File: src/rtl/cmd_seq_pkg.sv
package cmd_seq_pkg;
    typedef enum logic [1:0] {
        ST_IDLE = 2'd0,
        ST_ARM  = 2'd1,
        ST_PLAY = 2'd2
    } seq_state_e;
endpackage

File: src/rtl/cmd_seq_store.sv
module cmd_seq_store #(
    parameter int DW    = 16,
    parameter int DEPTH = 16,
    parameter int AW    = $clog2(DEPTH)
) (
    input  logic          clk,
    input  logic          wr_en,
    input  logic [AW-1:0] wr_addr,
    input  logic [DW-1:0] wr_data,
    input  logic          wr_eoc,
    input  logic [AW-1:0] rd_addr,
    output logic [DW-1:0] rd_data,
    output logic          rd_eoc
);
    localparam int EW = DW + 1;

    logic [EW-1:0] mem_q [DEPTH];

    // entry format: end-of-command bit above the data word
    always_ff @(posedge clk) begin
        if (wr_en) begin
            mem_q[wr_addr] <= {wr_eoc, wr_data};
        end
    end

    assign rd_data = mem_q[rd_addr][DW-1:0];
    assign rd_eoc  = mem_q[rd_addr][DW];
endmodule

File: src/rtl/cmd_seq_link_mon.sv
module cmd_seq_link_mon (
    input  logic clk,
    input  logic rst_n,
    input  logic link_valid,
    input  logic link_last,
    output logic open_d,
    output logic open_q
);
    // open: a link command has started and its last word has not yet been seen
    always_comb begin
        open_d = open_q;
        if (link_valid) begin
            open_d = ~link_last;
        end
    end

    always_ff @(posedge clk or negedge rst_n) begin
        if (!rst_n) begin
            open_q <= 1'b0;
        end else begin
            open_q <= open_d;
        end
    end
endmodule

File: src/rtl/cmd_seq_ctrl.sv
module cmd_seq_ctrl
    import cmd_seq_pkg::*;
#(
    parameter int DW    = 16,
    parameter int DEPTH = 16,
    parameter int CNT_W = 16,
    parameter int AW    = $clog2(DEPTH),
    parameter int LW    = AW + 1
) (
    input  logic             clk,
    input  logic             rst_n,
    input  logic             len_en,
    input  logic [LW-1:0]    len_val,
    input  logic             start,
    input  logic             stop,
    input  logic             loop_mode,
    input  logic             link_valid,
    input  logic [DW-1:0]    link_data,
    input  logic             link_last,
    input  logic             link_open_d,
    input  logic [DW-1:0]    rd_data,
    input  logic             rd_eoc,
    output logic [AW-1:0]    rd_addr,
    output logic             wr_allow,
    output logic             out_valid,
    output logic [DW-1:0]    out_data,
    output logic             out_last,
    output logic             out_from_seq,
    output logic             busy,
    output logic             done,
    output logic [CNT_W-1:0] loop_count
);
    localparam logic [LW-1:0] LEN_MAX = LW'(DEPTH);
    localparam logic [LW-1:0] LEN_ONE = LW'(1);
    localparam logic [AW-1:0] PTR_ONE = AW'(1);

    typedef struct packed {
        seq_state_e       st;
        logic [AW-1:0]    ptr;
        logic [LW-1:0]    len;
        logic             loop_md;
        logic             stop_pend;
        logic             done;
        logic [CNT_W-1:0] loops;
        logic             ov;
        logic [DW-1:0]    od;
        logic             ol;
        logic             osrc;
    } ctl_t;

    ctl_t ctl_d, ctl_q;
    logic last_ent;
    logic stop_now;

    assign last_ent = ({1'b0, ctl_q.ptr} == (ctl_q.len - LEN_ONE));
    assign stop_now = ctl_q.stop_pend | stop;

    always_comb begin
        ctl_d      = ctl_q;
        ctl_d.ov   = link_valid;
        ctl_d.od   = link_data;
        ctl_d.ol   = link_last;
        ctl_d.osrc = 1'b0;
        unique case (ctl_q.st)
            ST_IDLE: begin
                if (len_en) begin
                    ctl_d.len = (len_val > LEN_MAX) ? LEN_MAX : len_val;
                end
                if (start && (ctl_q.len != '0)) begin
                    ctl_d.st        = ST_ARM;
                    ctl_d.done      = 1'b0;
                    ctl_d.loops     = '0;
                    ctl_d.ptr       = '0;
                    ctl_d.loop_md   = loop_mode;
                    ctl_d.stop_pend = 1'b0;
                end
            end
            ST_ARM: begin
                if (stop) begin
                    ctl_d.st = ST_IDLE;
                end else if (!link_open_d) begin
                    ctl_d.st = ST_PLAY;
                end
            end
            ST_PLAY: begin
                ctl_d.ov   = 1'b1;
                ctl_d.od   = rd_data;
                ctl_d.ol   = rd_eoc;
                ctl_d.osrc = 1'b1;
                if (last_ent) begin
                    if (ctl_q.loop_md) begin
                        ctl_d.ptr   = '0;
                        ctl_d.loops = ctl_q.loops + CNT_W'(1);
                    end else begin
                        ctl_d.st   = ST_IDLE;
                        ctl_d.done = 1'b1;
                    end
                end else begin
                    ctl_d.ptr = ctl_q.ptr + PTR_ONE;
                end
                if (stop_now && rd_eoc) begin
                    ctl_d.st = ST_IDLE;
                end
                if (ctl_d.st == ST_IDLE) begin
                    ctl_d.stop_pend = 1'b0;
                end else if (stop) begin
                    ctl_d.stop_pend = 1'b1;
                end
            end
            default: begin
                ctl_d.st = ST_IDLE;
            end
        endcase
    end

    always_ff @(posedge clk or negedge rst_n) begin
        if (!rst_n) begin
            ctl_q <= '0;
        end else begin
            ctl_q <= ctl_d;
        end
    end

    assign rd_addr      = ctl_q.ptr;
    assign wr_allow     = (ctl_q.st == ST_IDLE);
    assign busy         = (ctl_q.st != ST_IDLE);
    assign out_valid    = ctl_q.ov;
    assign out_data     = ctl_q.od;
    assign out_last     = ctl_q.ol;
    assign out_from_seq = ctl_q.osrc;
    assign done         = ctl_q.done;
    assign loop_count   = ctl_q.loops;
endmodule

File: src/rtl/cmd_seq_top.sv
module cmd_seq_top #(
    parameter int DW    = 16,
    parameter int DEPTH = 16,
    parameter int CNT_W = 16,
    parameter int AW    = $clog2(DEPTH),
    parameter int LW    = AW + 1
) (
    input  logic             clk,
    input  logic             rst_n,
    input  logic             wr_en,
    input  logic [AW-1:0]    wr_addr,
    input  logic [DW-1:0]    wr_data,
    input  logic             wr_eoc,
    input  logic             len_en,
    input  logic [LW-1:0]    len_val,
    input  logic             start,
    input  logic             stop,
    input  logic             loop_mode,
    input  logic             link_valid,
    input  logic [DW-1:0]    link_data,
    input  logic             link_last,
    output logic             out_valid,
    output logic [DW-1:0]    out_data,
    output logic             out_last,
    output logic             out_from_seq,
    output logic             busy,
    output logic             done,
    output logic [CNT_W-1:0] loop_count
);
    logic [AW-1:0] rd_addr;
    logic [DW-1:0] rd_data;
    logic          rd_eoc;
    logic          wr_allow;
    logic          link_open_d;
    logic          link_open_q;
    logic          store_we;

    assign store_we = wr_en & wr_allow;

    cmd_seq_store #(.DW(DW), .DEPTH(DEPTH), .AW(AW)) u_store (
        .clk     (clk),
        .wr_en   (store_we),
        .wr_addr (wr_addr),
        .wr_data (wr_data),
        .wr_eoc  (wr_eoc),
        .rd_addr (rd_addr),
        .rd_data (rd_data),
        .rd_eoc  (rd_eoc)
    );

    cmd_seq_link_mon u_link (
        .clk        (clk),
        .rst_n      (rst_n),
        .link_valid (link_valid),
        .link_last  (link_last),
        .open_d     (link_open_d),
        .open_q     (link_open_q)
    );

    cmd_seq_ctrl #(.DW(DW), .DEPTH(DEPTH), .CNT_W(CNT_W), .AW(AW), .LW(LW)) u_ctrl (
        .clk          (clk),
        .rst_n        (rst_n),
        .len_en       (len_en),
        .len_val      (len_val),
        .start        (start),
        .stop         (stop),
        .loop_mode    (loop_mode),
        .link_valid   (link_valid),
        .link_data    (link_data),
        .link_last    (link_last),
        .link_open_d  (link_open_d),
        .rd_data      (rd_data),
        .rd_eoc       (rd_eoc),
        .rd_addr      (rd_addr),
        .wr_allow     (wr_allow),
        .out_valid    (out_valid),
        .out_data     (out_data),
        .out_last     (out_last),
        .out_from_seq (out_from_seq),
        .busy         (busy),
        .done         (done),
        .loop_count   (loop_count)
    );

    logic unused_open_q;
    assign unused_open_q = link_open_q;
endmodule

File: config.mk
export PLATFORM = sky130hd
export DESIGN_NAME = cmd_seq_top
export DESIGN_NICKNAME = d
export VERILOG_FILES = /design/src/rtl/cmd_seq_pkg.sv /design/src/rtl/cmd_seq_store.sv /design/src/rtl/cmd_seq_link_mon.sv /design/src/rtl/cmd_seq_ctrl.sv /design/src/rtl/cmd_seq_top.sv
export SDC_FILE = /design/constraint.sdc
export NUM_CORES = 1
export LEC_CHECK = 0
export BUFFER_PORTS_ARGS = -buffer_cell sky130_fd_sc_hd__buf_2
export CAP_MARGIN = 40
export CORE_MARGIN = 1
export CORE_UTILIZATION = 55
export DETAILED_ROUTE_END_ITERATION = 12
export GPL_TIMING_DRIVEN = 0
export PLACE_DENSITY = 0.83
export SLEW_MARGIN = 15
export SYNTH_ARGS = -nofsm -noshare
export SYNTH_HDL_FRONTEND = slang
export SYNTH_SLANG_ARGS = --single-unit
File: constraint.sdc
create_clock -name clk -period 6.15 [get_ports clk]
set_clock_uncertainty 0.2 [all_clocks]
set_input_delay 1.5375 -clock clk [delete_from_list [all_inputs] [get_ports clk]]
set_output_delay 1.5375 -clock clk [all_outputs]
set_load 0.01 [all_outputs]
==> results of run 1 <==
==> cell usage after synthesis (6+ instances only) <==
library cell	instances	area share
a21oi_1	19	0.0072
a221o_1	16	0.012
buf_2	6	0.0023
buf_4	35	0.020
clkbuf_1	20	0.0057
dfrtp_1	50	0.095
edfxtp_1	272	0.62
inv_1	7	0.0020
mux2_2	17	0.015
mux2i_1	26	0.020
mux4_2	65	0.11
nand2_1	24	0.0069
nand2b_1	11	0.0052
nand3_1	6	0.0023
nor2_1	27	0.0077
nor2b_1	6	0.0029
nor3_1	22	0.0084
o21ai_0	7	0.0027
o21ai_1	7	0.0027
or3_1	9	0.0043
==> worst max-delay path by stage <==
stage,startpoint,to,cells after the start
global placement,wr_en,u_store.mem_q[0][14],4
finish,u_ctrl.ctl_q[47],busy,3
CTS,u_ctrl.ctl_q[47],busy,3
floorplan,wr_addr[0],u_store.mem_q[0][0],2
global route,u_ctrl.ctl_q[47],busy,3
detailed placement,wr_en,u_store.mem_q[12][12],5
==> layout make-up <==
cell class	count	area (µm²)	area share
buffer	67	398	0.0261
sequential	322	9420	0.618
tap	319	399	0.0262
multi-input combinational	326	3350	0.220
timing repair buffer	107	697	0.0457
antenna	2	5.00	0.000328
clock inverter	11	118	0.00772
inverter	7	26.3	0.00172
clock buffer	43	821	0.0539
==> power by group <==
part | switching, mW | total, mW | internal [mW] | leakage, nW
clock | 0.786 | 1.80 | 1.01 | 0.454
combinational | 0.719 | 1.30 | 0.583 | 1.66
sequential | 0.0567 | 2.53 | 2.48 | 3.10
==> cell families after synthesis <==
| group | Yosys count |
|---|---|
| flops | 322 |
| mux | 108 |
| xor+xnor | 8 |
| compound gates | 74 |
| simple gates | 133 |
| buf+inv | 74 |
| fa+ha+maj | 3 |
==> state kept, by name, summed over array words and instances, names as in the netlist <==
name and count:
u_store.mem_q 272, u_ctrl.rd_addr 4, u_ctrl.out_valid 1, u_link.open_q 1, u_ctrl.ctl_q 9, u_ctrl.done 1, u_ctrl.out_from_seq 1, u_ctrl.out_data 16
u_ctrl.out_last 1, u_ctrl.loop_count 16
==> worst min-delay path, stage by stage (launching register included) <==
cell and delay [ns]:
dfrtp_1 0.34, a21oi_1 0.05, nor2_1 0.07
==> metrics by stage <==
stage	hold slack (ns)	power [mW]	setup WS, ns	cells	instance area (µm²)
floorplan	0.260	3.47	2.37	722	13100
global placement	0.278	3.80	1.30	1128	14000
detailed placement	0.281	3.86	2.66	1148	14300
CTS	0.309	5.64	2.45	1202	15200
global route	0.337	5.83	2.39	1203	15200
finish	0.297	5.63	2.39	1204	15200
==> layer usage <==
layer	track usage	wire length [µm]	share of wire	vias up
li1	-	-	-	3138
met1	0.320	11500	0.39	3747
met2	0.428	14900	0.50	452
met3	0.0582	2620	0.088	74
met4	0.0976	847	0.028	4
met5	0	19	0.00064	-
==> layout by cell type, fill, tap and decap left out, types with 6 or more instances in the layout <==
| master | count |
|---|---|
| a21oi_1 | 19 |
| a221o_1 | 16 |
| buf_2 | 92 |
| buf_4 | 39 |
| buf_6 | 6 |
| buf_8 | 12 |
| clkbuf_1 | 32 |
| clkbuf_16 | 31 |
| dfrtp_1 | 50 |
| edfxtp_1 | 272 |
| inv_1 | 7 |
| mux2_2 | 17 |
| mux2i_1 | 26 |
| mux4_2 | 65 |
| nand2_1 | 24 |
| nand2b_1 | 11 |
| nand3_1 | 6 |
| nor2_1 | 15 |
| nor2_2 | 13 |
| nor2b_1 | 6 |
| nor3_1 | 18 |
| o21ai_0 | 7 |
| o21ai_1 | 7 |
| or3_1 | 9 |
==> metrics, run 1 <==
WS Path Type flip-flop to output port; final WL between 20000 and 30000 µm; routed len/inst approximately 25 µm; RSZ-0062 raised after global routing false; hold endpoint u_ctrl.done; Worst Hold Launch u_ctrl.done; worst r2r src u_ctrl.ctl_q[47]; Clock Latency Late Sink 0.58 ns; post-synthesis adder-cell area fraction 0.00286; CTS sink cnt 322; Worst-path clk slew about 0.06 ns; Seq cells post-synth 322; CTS Buf Count 31; largest net degree at the start of global routing 51; required time worst endpoint 4.41 ns; filler instances 1515; Hold Crit Depth 2; Slew @ Worst Pin 0.878 ns; multiplexer share of the synthesized area 0.146; cts repair resizes 0; Via-to-Cell Ratio 6.16; IO buf count 87; root buf cell clkbuf_16; post-synthesis area per instance 18.2 µm²; CP Capture Type output port; final setup violation count 0; IO Pins 88; Yosys warning count 0; endpoints failing hold 0; share of layout cells above drive strength 1 0.337; hold_buf cts 0; grt ovf 0; 1st-iter DRT viols 803; worst-case clock buffer depth 3; via count 7415; fmax 266 MHz; vias in the first global route 7699; crit path DAT about 2.0 ns; final core utilization 0.649; Post-Synth XOR/XNOR Area 0.00647; max-cap violations 0; FF-to-FF End u_store.mem_q[12][13]; Post-DP HPWL 19500 µm; DIE HEIGHT 157 µm; Max Slew Vio Count 0; nets 916; Worst path slowest cell nor2_1; crit-path cells nor2_1 > inv_1 > buf_2; first-pass GRT wire length 44600 µm; Pleak 5.21 nW; Compound-Gate Fraction of Synth Area 0.0434; status complete, no violations; Buf+Inv Stages, Crit Path 2; Simple-Gate Fraction of Synth Area 0.0528; Die ar. ~25000 µm²; crit-path max cell delay 0.62 ns; Worst VDD drop 0.000307 V; critical path peak fanout 8; fin crit period 3.76 ns; Starting Density 0.560; Crit path max-delay family simple AND/OR/NAND/NOR gates; Final TNS setup 0 ns; Main synth FF type edfxtp_1; initial antenna violation count 4; distinct cell type count after synthesis 58; Syn Nets around 780; drt drc 0; FF-to-FF setup slack approximately 3.1 ns; R2R cell count 5; CTS tree yes; Rel. slew slack 0.414; ANT nets after route 0; Row Count 56; gr usage total 0.253; placer congestion estimate 0.807; TritonRoute pass-1 iters 5; period utilisation layout 0.611; CP startpoint kind flip-flop; Die Width between 150 and 200 µm; Netlist Area Pre-Place 13100 µm²; post-synthesis async set-or-reset flop share 0.155; register area share after synthesis 0.716; Core Footprint 23500 µm²; largest family of logic cells by synthesized area multiplexers; Syn Inst Count between 700 and 800; hold crit path type flip-flop to flip-flop; post-CTS setup buffer count 0; Synth-to-Final Area Change 15.9%; Cell Pwr Density around 370 nW/µm²; EDFF count, synth 272; CTS H-tree lvls 1
Note: power is estimated with default switching activity, not from simulation.
==> run 2, diff against run 1 <==
ABC_AREA = 1   (was unset)
PLACE_DENSITY = 0.85   (was 0.83)
clock period = 3.4 ns   (was 6.15 ns; I/O delays follow)
==> metrics, run 2 <==
cell taking the most area after synthesis edfxtp_1; post-synthesis area per instance roughly 12 µm²; Yosys warning count 0; Syn Nets 1231; Row Count 57; share of layout cells above drive strength 1 0.180; hold crit path type input port to asynchronous set/reset pin; Cell Pwr Density 718 nW/µm²; uppermost routed layer met4; largest reg by FF count u_store.mem_q; Post-DP HPWL 24000 µm; final cell count without fillers 1666; Main synth FF type edfxtp_1; root buf cell clkbuf_16; Die ar. 25300 µm²; Worst VDD drop 0.000451 V; Clock Latency Late Sink 0.53 ns; Starting Density 0.559; Netlist Area Pre-Place between 10000 and 15000 µm²; initial antenna violation count 0; ant diodes 0; fin crit period about 2.8 ns; 1st-iter DRT viols 1648; Worst-path clk slew 0.06 ns; most frequent cell after synthesis edfxtp_1; register area share after synthesis 0.694; drt drc 0; max-cap violations 0; CTS sink cnt 322; metal3 WL between 4000 and 5000 µm; IO Pins 88; worst-case clock buffer depth 3; Via-to-Cell Ratio ~6.1; period utilisation layout 0.828; DIE HEIGHT around 160 µm; routed len/inst approximately 22 µm; post-synthesis async set-or-reset flop share 0.155; RSZ-0062 raised after global routing false; first-pass GRT wire length 55600 µm; placer congestion estimate between 0.9 and 1; IO buf count 87; Slew @ Worst Pin 0.761 ns; cts repair resizes 0; Core Footprint 24200 µm²; CP Capture Type flip-flop; distinct cell type count after synthesis 33; Max Slew Vio Count 0; CTS Buf Count 34; post-CTS setup buffer count 0; endpoints failing hold 0; nets 1371; Syn Inst Count between 1000 and 1500; crit path DAT 2.83 ns; required time worst endpoint 3.42 ns; M1 WL around 13000 µm; final WL 36300 µm; number of flip-flops under the largest register name 272; Synth area leaders edfxtp_1 60%, dfrtp_1 9.2%, nor2_1 5.8%; most common cell after layout, fill and taps aside edfxtp_1; Synth-to-Final Area Change 15.9%; status complete, no violations; TritonRoute pass-1 iters 6; Die Width 159 µm; EDFF count, synth 272; vias in the first global route between 10000 and 15000; largest net degree at the start of global routing 32; ANT nets after route 0; final setup violation count 0; DR WL met2 17700 µm; CP startpoint kind flip-flop; share of the synthesized area in the top cell type 0.602; Pleak 5.93 nW; filler instances 1739; gr usage total 0.291; fmax 355 MHz; Inst Count DP 1605; most frequent cells in the layout 272 x edfxtp_1, 193 x nor2_1, 162 x nand2_1; most instantiated cells after synthesis 272 x edfxtp_1, 209 x nor2_1, 162 x nand2_1; dpl cell area 14700 µm²; CTS tree yes; via count 10200; Rel. slew slack 0.492; hold_buf cts 0; Seq cells post-synth about 320; WS Path Type flip-flop to flip-flop; grt ovf 0; critical path peak fanout 9; Design Area, Final 15700 µm²; CTS H-tree lvls 2
[run 2: cell count changes in the layout (fill, tap and decap cells not counted), moves of 30 or more]
cell / previous run / this run
mux4_2: 65 / 0
nand3_1: 6 / 80
nand2_1: 24 / 162
o221ai_1: 1 / 32
o211ai_1: 2 / 32
nor2_1: 15 / 193
inv_1: 7 / 45
o21ai_0: 7 / 138
[run 2: layer usage]
metal  up-vias  GRT usage
met5         -          0
met4         0      0.133
met3       136     0.0508
met2       774      0.491
met1      4864      0.371
li1       4401          -
[run 2: cell families (layout without fill, tap and decap cells)]
| logic type | Yosys count | count (layout) | share of synthesized area |
|---|---|---|---|
| buf+inv | 146 | 311 | 0.0527 |
| fa+ha+maj | 3 | 3 | 0.00277 |
| xor+xnor | 13 | 13 | 0.00839 |
| flops | 322 | 322 | 0.694 |
| compound gates | 209 | 209 | 0.0925 |
| simple gates | 484 | 484 | 0.149 |
[run 2: area by class of cell]
type                    count  area (µm²)  area share
flip-flops and latches    322        9420       0.599
multi-input cells         709        3470       0.221
clock buffers              47         931      0.0592
repair buffers            104         669      0.0426
plain buffers              95         523      0.0333
well taps                 324         405      0.0258
inverters                  51         191      0.0122
clock inverters            14         115     0.00732
[run 2: worst max-delay path: stages, from the launching register on]
cell     delay, ns
dfrtp_1       0.41
nor2_1        0.18
inv_1         0.12
nor2_1        0.39
nand3_1       0.36
nor2_2        0.61
buf_8         0.23
[run 2: worst paths after layout]
check / start / slack [ns] / depth (start not counted) / end
worst max-delay path: u_ctrl.ctl_q[48] / 0.59 / 6 / u_store.mem_q[7][10]
worst min-delay path: rst_n / 0.08 / 1 / u_ctrl.ctl_q[36]
worst max register to register: u_ctrl.ctl_q[48] / 0.59 / 6 / u_store.mem_q[7][10]
worst min register to register: u_link.open_q / 0.31 / 2 / u_link.open_q
max in group asynchronous: rst_n / 2.39 / 2 / u_ctrl.out_data[15]
min in group clk: u_link.open_q / 0.31 / 2 / u_link.open_q
[run 2: per-stage QoR]
| stage | utilization | hold slack (ns) | power (mW) | setup WS, ns | TNS, ns |
|---|---|---|---|---|---|
| after floorplan | - | 0.261 | 6.59 | 0.847 | 0 |
| after global placement | 0.594 | 0.288 | 7.56 | -0.183 | -24.71 |
| after detailed placement | 0.605 | 0.289 | 7.72 | 0.453 | 0 |
| after CTS | 0.649 | 0.0847 | 11.2 | 0.664 | 0 |
| after global routing | 0.649 | 0.112 | 11.7 | 0.500 | 0 |
| final | 0.649 | 0.0766 | 11.3 | 0.585 | 0 |
[run 2: where the power goes]
group / leakage, nW / switching (mW) / internal, mW
sequential: 3.10 / 0.0980 / 4.50
clock: 0.509 / 1.50 / 2.00
combinational: 2.32 / 2.26 / 0.925
total: 5.93 / 3.86 / 7.43
